--- src/rtl/refresh_pkg.sv ---
package refresh_pkg;

    localparam int unsigned IVL_W = 8;

    typedef struct packed {
        logic [IVL_W-1:0] interval;
        logic             burst;
        logic             self_sel;
        logic             normal_timer;
    } ref_cfg_t;

    typedef enum logic [1:0] {
        MODE_RUN       = 2'd0,
        MODE_SUSP_CBR  = 2'd1,
        MODE_SUSP_SELF = 2'd2
    } ref_mode_e;

endpackage

--- src/rtl/refresh_interval_ctr.sv ---
module refresh_interval_ctr
    import refresh_pkg::*;
#(
    parameter int unsigned SHIFT = 4
) (
    input  logic     clk,
    input  logic     rst_n,
    input  ref_cfg_t cfg_i,
    input  logic     restart_i,
    output logic     tick_o
);
    localparam int unsigned CNT_W = IVL_W + SHIFT;

    typedef struct packed {
        logic [CNT_W-1:0] cnt;
        ref_cfg_t         cfg;
    } ctr_state_t;

    ctr_state_t s_d, s_q;
    logic [CNT_W-1:0] last_count;
    logic             changed;
    logic             enabled;

    always_comb begin
        s_d        = s_q;
        s_d.cfg    = cfg_i;
        last_count = {cfg_i.interval, {SHIFT{1'b1}}};
        changed    = (cfg_i != s_q.cfg);
        enabled    = (cfg_i.interval != '0);
        tick_o     = 1'b0;
        if (changed || restart_i || !enabled) begin
            s_d.cnt = '0;
        end else if (s_q.cnt == last_count) begin
            s_d.cnt = '0;
            tick_o  = 1'b1;
        end else begin
            s_d.cnt = s_q.cnt + 1'b1;
        end
    end

    always_ff @(posedge clk) begin
        if (!rst_n) begin
            s_q <= '0;
        end else begin
            s_q <= s_d;
        end
    end

endmodule

--- src/rtl/refresh_mode_ctl.sv ---
module refresh_mode_ctl
    import refresh_pkg::*;
(
    input  logic      clk,
    input  logic      rst_n,
    input  logic      suspend_i,
    input  logic      self_sel_i,
    output ref_mode_e mode_o,
    output logic      leave_o,
    output logic      self_ref_o
);
    typedef struct packed {
        logic susp;
        logic self_ref;
    } mode_state_t;

    mode_state_t s_d, s_q;

    always_comb begin
        s_d.susp     = suspend_i;
        s_d.self_ref = suspend_i && self_sel_i;
        leave_o      = s_q.susp && !suspend_i;
        if (!suspend_i) begin
            mode_o = MODE_RUN;
        end else if (self_sel_i) begin
            mode_o = MODE_SUSP_SELF;
        end else begin
            mode_o = MODE_SUSP_CBR;
        end
    end

    always_ff @(posedge clk) begin
        if (!rst_n) begin
            s_q <= '0;
        end else begin
            s_q <= s_d;
        end
    end

    assign self_ref_o = s_q.self_ref;

endmodule

--- src/rtl/refresh_pending_q.sv ---
module refresh_pending_q #(
    parameter int unsigned BURST_MAX = 4,
    localparam int unsigned CW = $clog2(BURST_MAX + 1)
) (
    input  logic          clk,
    input  logic          rst_n,
    input  logic          event_i,
    input  logic          clear_i,
    input  logic          burst_i,
    input  logic          ack_i,
    output logic [CW-1:0] pending_o
);
    localparam logic [CW:0] LIM_BURST  = (CW+1)'(BURST_MAX);
    localparam logic [CW:0] LIM_SINGLE = (CW+1)'(1);

    typedef struct packed {
        logic [CW-1:0] pend;
    } pend_state_t;

    pend_state_t s_d, s_q;
    logic [CW:0] sum;
    logic [CW:0] limit;
    logic        dec;

    always_comb begin
        dec   = ack_i && (s_q.pend != '0);
        sum   = {1'b0, s_q.pend} + {{CW{1'b0}}, event_i} - {{CW{1'b0}}, dec};
        limit = burst_i ? LIM_BURST : LIM_SINGLE;
        if (clear_i) begin
            s_d.pend = '0;
        end else if (sum > limit) begin
            s_d.pend = limit[CW-1:0];
        end else begin
            s_d.pend = sum[CW-1:0];
        end
    end

    always_ff @(posedge clk) begin
        if (!rst_n) begin
            s_q <= '0;
        end else begin
            s_q <= s_d;
        end
    end

    assign pending_o = s_q.pend;

endmodule

--- src/rtl/refresh_timer.sv ---
module refresh_timer
    import refresh_pkg::*;
#(
    parameter int unsigned SHIFT     = 4,
    parameter int unsigned BURST_MAX = 4,
    localparam int unsigned CW = $clog2(BURST_MAX + 1)
) (
    input  logic             clk,
    input  logic             rst_n,
    input  logic [IVL_W-1:0] cfg_interval,
    input  logic             cfg_burst_en,
    input  logic             cfg_self_sel,
    input  logic             cfg_normal_timer,
    input  logic             suspend,
    input  logic             slow_tick,
    input  logic             ref_ack,
    output logic             ref_req,
    output logic [CW-1:0]    ref_pending,
    output logic             self_ref_req
);
    ref_cfg_t  cfg;
    ref_mode_e mode;
    logic      leave;
    logic      tick;
    logic      ref_event;
    logic      clear;

    always_comb begin
        cfg.interval     = cfg_interval;
        cfg.burst        = cfg_burst_en;
        cfg.self_sel     = cfg_self_sel;
        cfg.normal_timer = cfg_normal_timer;
    end

    refresh_mode_ctl u_mode (
        .clk       (clk),
        .rst_n     (rst_n),
        .suspend_i (suspend),
        .self_sel_i(cfg_self_sel),
        .mode_o    (mode),
        .leave_o   (leave),
        .self_ref_o(self_ref_req)
    );

    refresh_interval_ctr #(.SHIFT(SHIFT)) u_ctr (
        .clk      (clk),
        .rst_n    (rst_n),
        .cfg_i    (cfg),
        .restart_i(leave),
        .tick_o   (tick)
    );

    always_comb begin
        clear     = 1'b0;
        ref_event = 1'b0;
        unique case (mode)
            MODE_RUN:       ref_event = tick;
            MODE_SUSP_CBR:  ref_event = cfg_normal_timer ? tick
                                      : (slow_tick && (cfg_interval != '0));
            MODE_SUSP_SELF: clear = 1'b1;
            default:        clear = 1'b1;
        endcase
    end

    refresh_pending_q #(.BURST_MAX(BURST_MAX)) u_pend (
        .clk      (clk),
        .rst_n    (rst_n),
        .event_i  (ref_event),
        .clear_i  (clear),
        .burst_i  (cfg_burst_en),
        .ack_i    (ref_ack),
        .pending_o(ref_pending)
    );

    assign ref_req = (ref_pending != '0);

endmodule

--- config.mk ---
export PLATFORM = sky130hd
export DESIGN_NAME = refresh_timer
export DESIGN_NICKNAME = d
export VERILOG_FILES = /design/src/rtl/refresh_pkg.sv /design/src/rtl/refresh_interval_ctr.sv /design/src/rtl/refresh_mode_ctl.sv /design/src/rtl/refresh_pending_q.sv /design/src/rtl/refresh_timer.sv
export SDC_FILE = /design/constraint.sdc
export NUM_CORES = 1
export LEC_CHECK = 0
export ABC_AREA = 0
export BUFFER_PORTS_ARGS = -buffer_cell sky130_fd_sc_hd__buf_2
export CAP_MARGIN = 20
export CORE_UTILIZATION = 30
export CTS_BUF_LIST = sky130_fd_sc_hd__clkbuf_16
export DETAILED_ROUTE_END_ITERATION = 12
export SLEW_MARGIN = 20
export SYNTH_ARGS = -nofsm -noshare
export SYNTH_HDL_FRONTEND = slang
export SYNTH_HIERARCHICAL = 1
export SYNTH_SLANG_ARGS = --single-unit
--- constraint.sdc ---
create_clock -name clk -period 10.1 [get_ports clk]
set_input_delay 2.525 -clock clk [delete_from_list [all_inputs] [get_ports clk]]
set_output_delay 2.525 -clock clk [all_outputs]
set_load 0.005 [all_outputs]
After elaboration in Yosys (flattened, before gate mapping)
Index checks and enable logic that the tools add are counted.

word-level totals
  bits in registers = 28
  bits in latches = 0
  memory bits (writable) = 0
  memory bits (read-only) = 0
  bits of input ports = 16
  output and inout bits = 5
  logic and storage cells = 38
  memories kept = 0

cells by class
  add/subtract/negate cells = 3
  multiply operators = 0
  divide/modulo/power cells = 0
  magnitude comparators = 1
  equal/unequal tests = 3
  shift operators = 0
  multiplexer cells = 8
  bitwise operators = 1
  reduce and logical (&&, ||, !) cells = 14

operators by type and width
  cell                     number
  $add A12 B1 Y12 const B  1
  $eq A12 B12 Y1           1
  $ne A11 B11 Y1           1
  $reduce_bool A8 Y1       1
  $mux W3                  2
  $add A3 B1 Y4            1
  $gt A4 B4 Y1             1
  $logic_and A1 B1 Y1      4
  $mux W2                  2
  $sub A4 B1 Y4            1
  $mux W1                  3
  $reduce_bool A3 Y1       1
  $reduce_or A3 Y1         1
  $eq A2 B1 Y1 const B     1
  $logic_not A1 Y1         2
  $logic_not A2 Y1         1
  $logic_or A1 B1 Y1       2
  $pmux W1 S2              1
  $reduce_and A2 Y1        1
  $reduce_or A2 Y1         1
  $not A1 Y1               1

Logic depth before layout (Yosys ltp)
  depth after elaboration = 11
  mapped depth = 15
  gate-level depth less buffers = 15

Hierarchy
The synthesis kept the hierarchy.

by module, submodules not included
  module                times used  cells an instance  area an instance (sq um)  seq. area each (sq um)
  refresh_interval_ctr  1           110                1126.1                    460.4
  refresh_pending_q     1           38                 325.3                     60.1
  refresh_mode_ctl      1           7                  72.6                      40.0
  refresh_timer         1           9                  51.3                      0.0

Worst setup path before layout
No wires, ideal clock.

  path type = input-to-reg
  start = in cfg_interval[6]
  end = reg u_pend.s_q (netlist bit u_pend/pending_o[2])
  setup time = 0.118 ns
  data arrival time = 5.569 ns
  required time = 9.982 ns
  slack = 4.413 ns
  cell stages on the path = 15
  cell sequence = xnor2_1 -> nand3_1 -> or4_4 -> and4bb_2 -> o21ai_0 -> a21oi_1 -> ha_1 -> inv_1 -> fa_1 -> xor2_1 -> ha_1 -> and2_0 -> o311a_1 -> a21o_1 -> o2111a_1

between the ends
  cells in the longest elaborated chain, start to end = 10

ends and longest elaborated chain
  item                                                           line                                                    text
  start, declared                                                refresh_timer.sv:10                                     input logic [IVL_W-1:0] cfg_interval,
  $ne A11 B11 Y1 / $reduce_bool A8 Y1 (equally long branches)    refresh_interval_ctr.sv:28, refresh_interval_ctr.sv:29
  $logic_or A1 B1 Y1 / $logic_not A1 Y1 (equally long branches)  refresh_interval_ctr.sv:31                              if (changed || restart_i || !enabled) begin
  $logic_or A1 B1 Y1                                             refresh_interval_ctr.sv:31
  $mux W1 (*)                                                    refresh_interval_ctr.sv:31
  net tick                                                       refresh_timer.sv:24                                     logic tick;
  $mux W1                                                        refresh_timer.sv:58                                     MODE_SUSP_CBR: ref_event = cfg_normal_timer ? tick
  $pmux W1 S2 (*)                                                refresh_timer.sv:56                                     unique case (mode)
  net ref_event                                                  refresh_timer.sv:25                                     logic ref_event;
  $add A3 B1 Y4 (*)                                              refresh_pending_q.sv:27                                 sum = {1'b0, s_q.pend} + {{CW{1'b0}}, event_i} - {{CW{1'b0}}, dec};
  $sub A4 B1 Y4 (*)                                              refresh_pending_q.sv:27
  $gt A4 B4 Y1                                                   refresh_pending_q.sv:31                                 end else if (sum > limit) begin
  $mux W3 (*)                                                    refresh_pending_q.sv:31
  end signal, assigned                                           refresh_pending_q.sv:40                                 s_q <= '0;
  end signal, assigned                                           refresh_pending_q.sv:42                                 s_q <= s_d;
  end, declared                                                  refresh_pending_q.sv:20                                 pend_state_t s_d, s_q;

Mark *: on every way through the listed nets, which the timed path passes. The rest lies on a longest branch.
A chain may end at the register's enable or synchronous reset.

Worst setup path in the final report
  start = in cfg_interval[6]
  end = reg u_pend.s_q (netlist bit u_pend/pending_o[0])

The elaborated chain is that of the path after synthesis.

==> summary.md <==
| Metric | Value |
|---|---|
| CTS Sinks | `28` |
| Post-CTS Hold Buffers | `0` |
| Crit path required time | `between 10,000 and 15,000 ps` |
| Met2 GRT Util | `0.166` |
| Slew margin rel. | `0.734` |
| Setup slack, reg-to-reg | `6240 ps` |
| Clock Latency Late Sink | `between 200 and 300 ps` |
| Routing usage on met1 | `0.183` |
| Number of setup buffers added after CTS | `0` |
| Unrepaired setup endpoints after global routing | `false` |
| Post-Route WL | `2970 um` |
| Sequential-to-total area share from yosys stat | `0.356` |
| CTS tree | `yes` |
| Finished Layout Cells | `254` |
| Asr flop ratio synth | `0` |
| Crit path DAT | `6140 ps` |
| Worst slack, placed | `3850 ps` |
| Reg2reg path depth | `15` |
| Layout fillers | `535` |
| Yosys warning total | `6` |
| Met3 Use GR | `0.0285` |
| Status | `finished, final reports clean` |
| Clock skew | `3.66 ps` |
| Worst setup SP type | `input pin` |
| Maximum clock insertion buffer count | `2` |
| Mean area per synthesized cell | `9.61 um2` |
| Worst Setup End Kind | `register` |
| Setup ws final | `4150 ps` |
| Crit share post-route | `0.589` |
| Vias in the first global route | `1,073` |
| Die Height | `~74 um` |
| R2r endpoint | `u_pend/pending_o[0]` |
| Final Hold Violating Endpoints | `0` |
| Synth Flop Type | `dfxtp_1` |
| Port-buffer cells | `20` |
| Critical path type | `input pin to register` |
| Final TNS setup | `0 ps` |
| Max Slew Vio Count | `0` |
| Post-Syn Area | `0.00158 mm2` |
| Post-layout util | `0.360` |
| Syn_nets | `189` |
| Worst-path fanout max | `13` |
| First-pass GRT wire length | `5060 um` |
| Gr ovfl total | `0` |
| GP Congestion | `0.737` |
| Max frequency | `~0.17 GHz` |
| Top cells by count, synth | `dfxtp_1 (28), xnor2_1 (26), and2_1 (13)` |
| Die area | `0.00554 mm2` |
| Grt peak-use layer | `met1` |
| Hold_sp | `u_ctr/s_q[11]` |
| Cells after Synth | `164` |
| Total CTS buffers | `3` |
| Area occupied by multi-input gates | `roughly 950 um2` |
| Post-cts resize count | `0` |
| Antenna violations before repair | `0` |
| Final setup vio count | `0` |
| Initial DRC count | `84` |
| Die X | `74.5 um` |
| Antenna Cells | `0` |
| Detailed-route wire length per cell | `~12 um` |
| Final min period | `5950 ps` |
| I/O pins | `21` |
| Total track usage | `0.122` |
| Reg area | `561 um2` |
| EDFF count, synth | `0` |
| Vias per Instance | `4.59` |
| P_leak | `0.648 nW` |
| CTS clock-pin slew for the worst setup and hold paths | `70 ps` |
| Area growth syn-to-layout | `16.0%` |
| Share of the synthesized area in the top cell type | `0.356` |
| Power consumption | `between 0.3 and 0.4 mW` |
| Most frequent cell after synthesis | `dfxtp_1` |
| Worst-margin pin slew | `399 ps` |
| WHS Path Cells | `1` |
| Leading area contributor after synthesis | `dfxtp_1` |
| Core Area | `0.00507 mm2` |
| Tightest Hold Check Type | `register to register` |
| Number of synthesized register bits | `28` |
| Hold Path End | `u_ctr/s_q[11]` |
| Vias | `1,166` |
| Max-cap violations | `0` |
| Yosys cell types | `39` |
| Ratio of cells with drive above 1 in the final layout | `0.207` |
| Maximum vdd ir drop | `0.0000742 V` |
| Final HPWL DP | `~2300 um` |
| Nets@finish | `210` |
| Largest net degree at the start of global routing | `17` |
| Initial Util | `0.310` |
| Site Rows | `26` |
| Pwr Density | `176 mW/mm2` |
| Synth area leaders | `dfxtp_1 (36%), xnor2_1 (14%), ha_1 (6.4%), nor4_2 (6.4%), and2_1 (5.2%)` |
| Routed Antenna Nets | `0` |
| DR DRC count | `0` |
| Placed insts | `250` |
| H-tree depth | `1` |
| First drt pass iteration count | `4` |
| R2R Path Start | `u_ctr/s_q[9]` |
| Clock root buffer | `clkbuf_16` |
## how the worst max path moves through the flow
stage | startpoint | end | slack [ps] | depth (start not counted)
floorplan | cfg_interval[6] | u_pend/pending_o[2] | 4410 | 15
global placement | cfg_interval[6] | u_pend/pending_o[2] | 3910 | 16
detailed placement | cfg_interval[6] | u_pend/pending_o[2] | 3850 | 16
CTS | cfg_interval[6] | u_pend/pending_o[2] | 4130 | 16
global route | cfg_interval[5] | u_pend/pending_o[2] | 3890 | 16
finish | cfg_interval[6] | u_pend/pending_o[0] | 4150 | 16
## power breakdown
group | total [mW] | switching (mW) | internal (mW)
clock | 0.0906 | 0.0375 | 0.0531
combinational | 0.108 | 0.0555 | 0.0524
sequential | 0.123 | 0.00604 | 0.117
## metrics by stage
step	instance area (um2)	hold WS (ps)
CTS	1830	488
floorplan	1580	443
global route	1830	519
global placement	1750	475
detailed placement	1750	472
finish	1830	486
## cells in the final DEF (no fill, tap or decap), types with 2 or more instances in the layout
cell type	Yosys	layout
nand4_1	4	4
nor2b_1	2	2
inv_1	12	12
nand2_1	8	8
dfxtp_1	28	28
buf_2	2	20
or4_1	2	2
ha_1	8	8
nor3_1	5	5
nand3_1	7	7
nor4_2	8	9
o21ai_0	2	2
and2_1	13	13
xor2_1	4	4
nor4_1	5	4
clkbuf_16	0	3
nor2_1	5	5
xnor2_1	26	26
## final cells by class
type,instances,share of cell area
multi-input cells,119,0.518
well taps,70,0.0479
repair buffers,21,0.0589
clock inverters,1,0.00205
inverters,12,0.0247
flip-flops and latches,28,0.307
clock buffers,3,0.0411
## registers in the layout, summed over array words and instances (netlist names)
register / count
u_ctr/s_q: 23
u_pend/pending_o: 3
u_mode/s_q: 1
u_mode/self_ref_o: 1
## metal layers
layer  vias up  wire length, um  part of all wire
met3         4              106             0.036
met2        18             1220              0.41
met4         0               43             0.014
met5         -                0                 0
met1       532             1600              0.54
li1        612                -                 -
## worst max-delay path: stages
cell	delay, ps
buf_2	140
xnor2_1	140
nand3_1	140
or4_4	640
and4bb_2	330
o21ai_0	70
a21oi_1	180
ha_1	190
inv_1	50
fa_1	370
xor2_1	200
ha_1	290
and2_0	160
o311a_1	350
a21o_1	210
a21oi_2	160
## logic make-up after synthesis
group / Yosys count / share of synthesized area
adder cells (fa/ha/maj): 9 / 0.0763
multiplexers: 1 / 0.00635
flip-flops: 28 / 0.356
buffers and inverters: 17 / 0.0469
AND/OR/NAND/NOR: 69 / 0.299
XOR/XNOR: 30 / 0.167
AO/OA/AOI/OAI: 10 / 0.0492
Power figures use the tool's default switching activity.
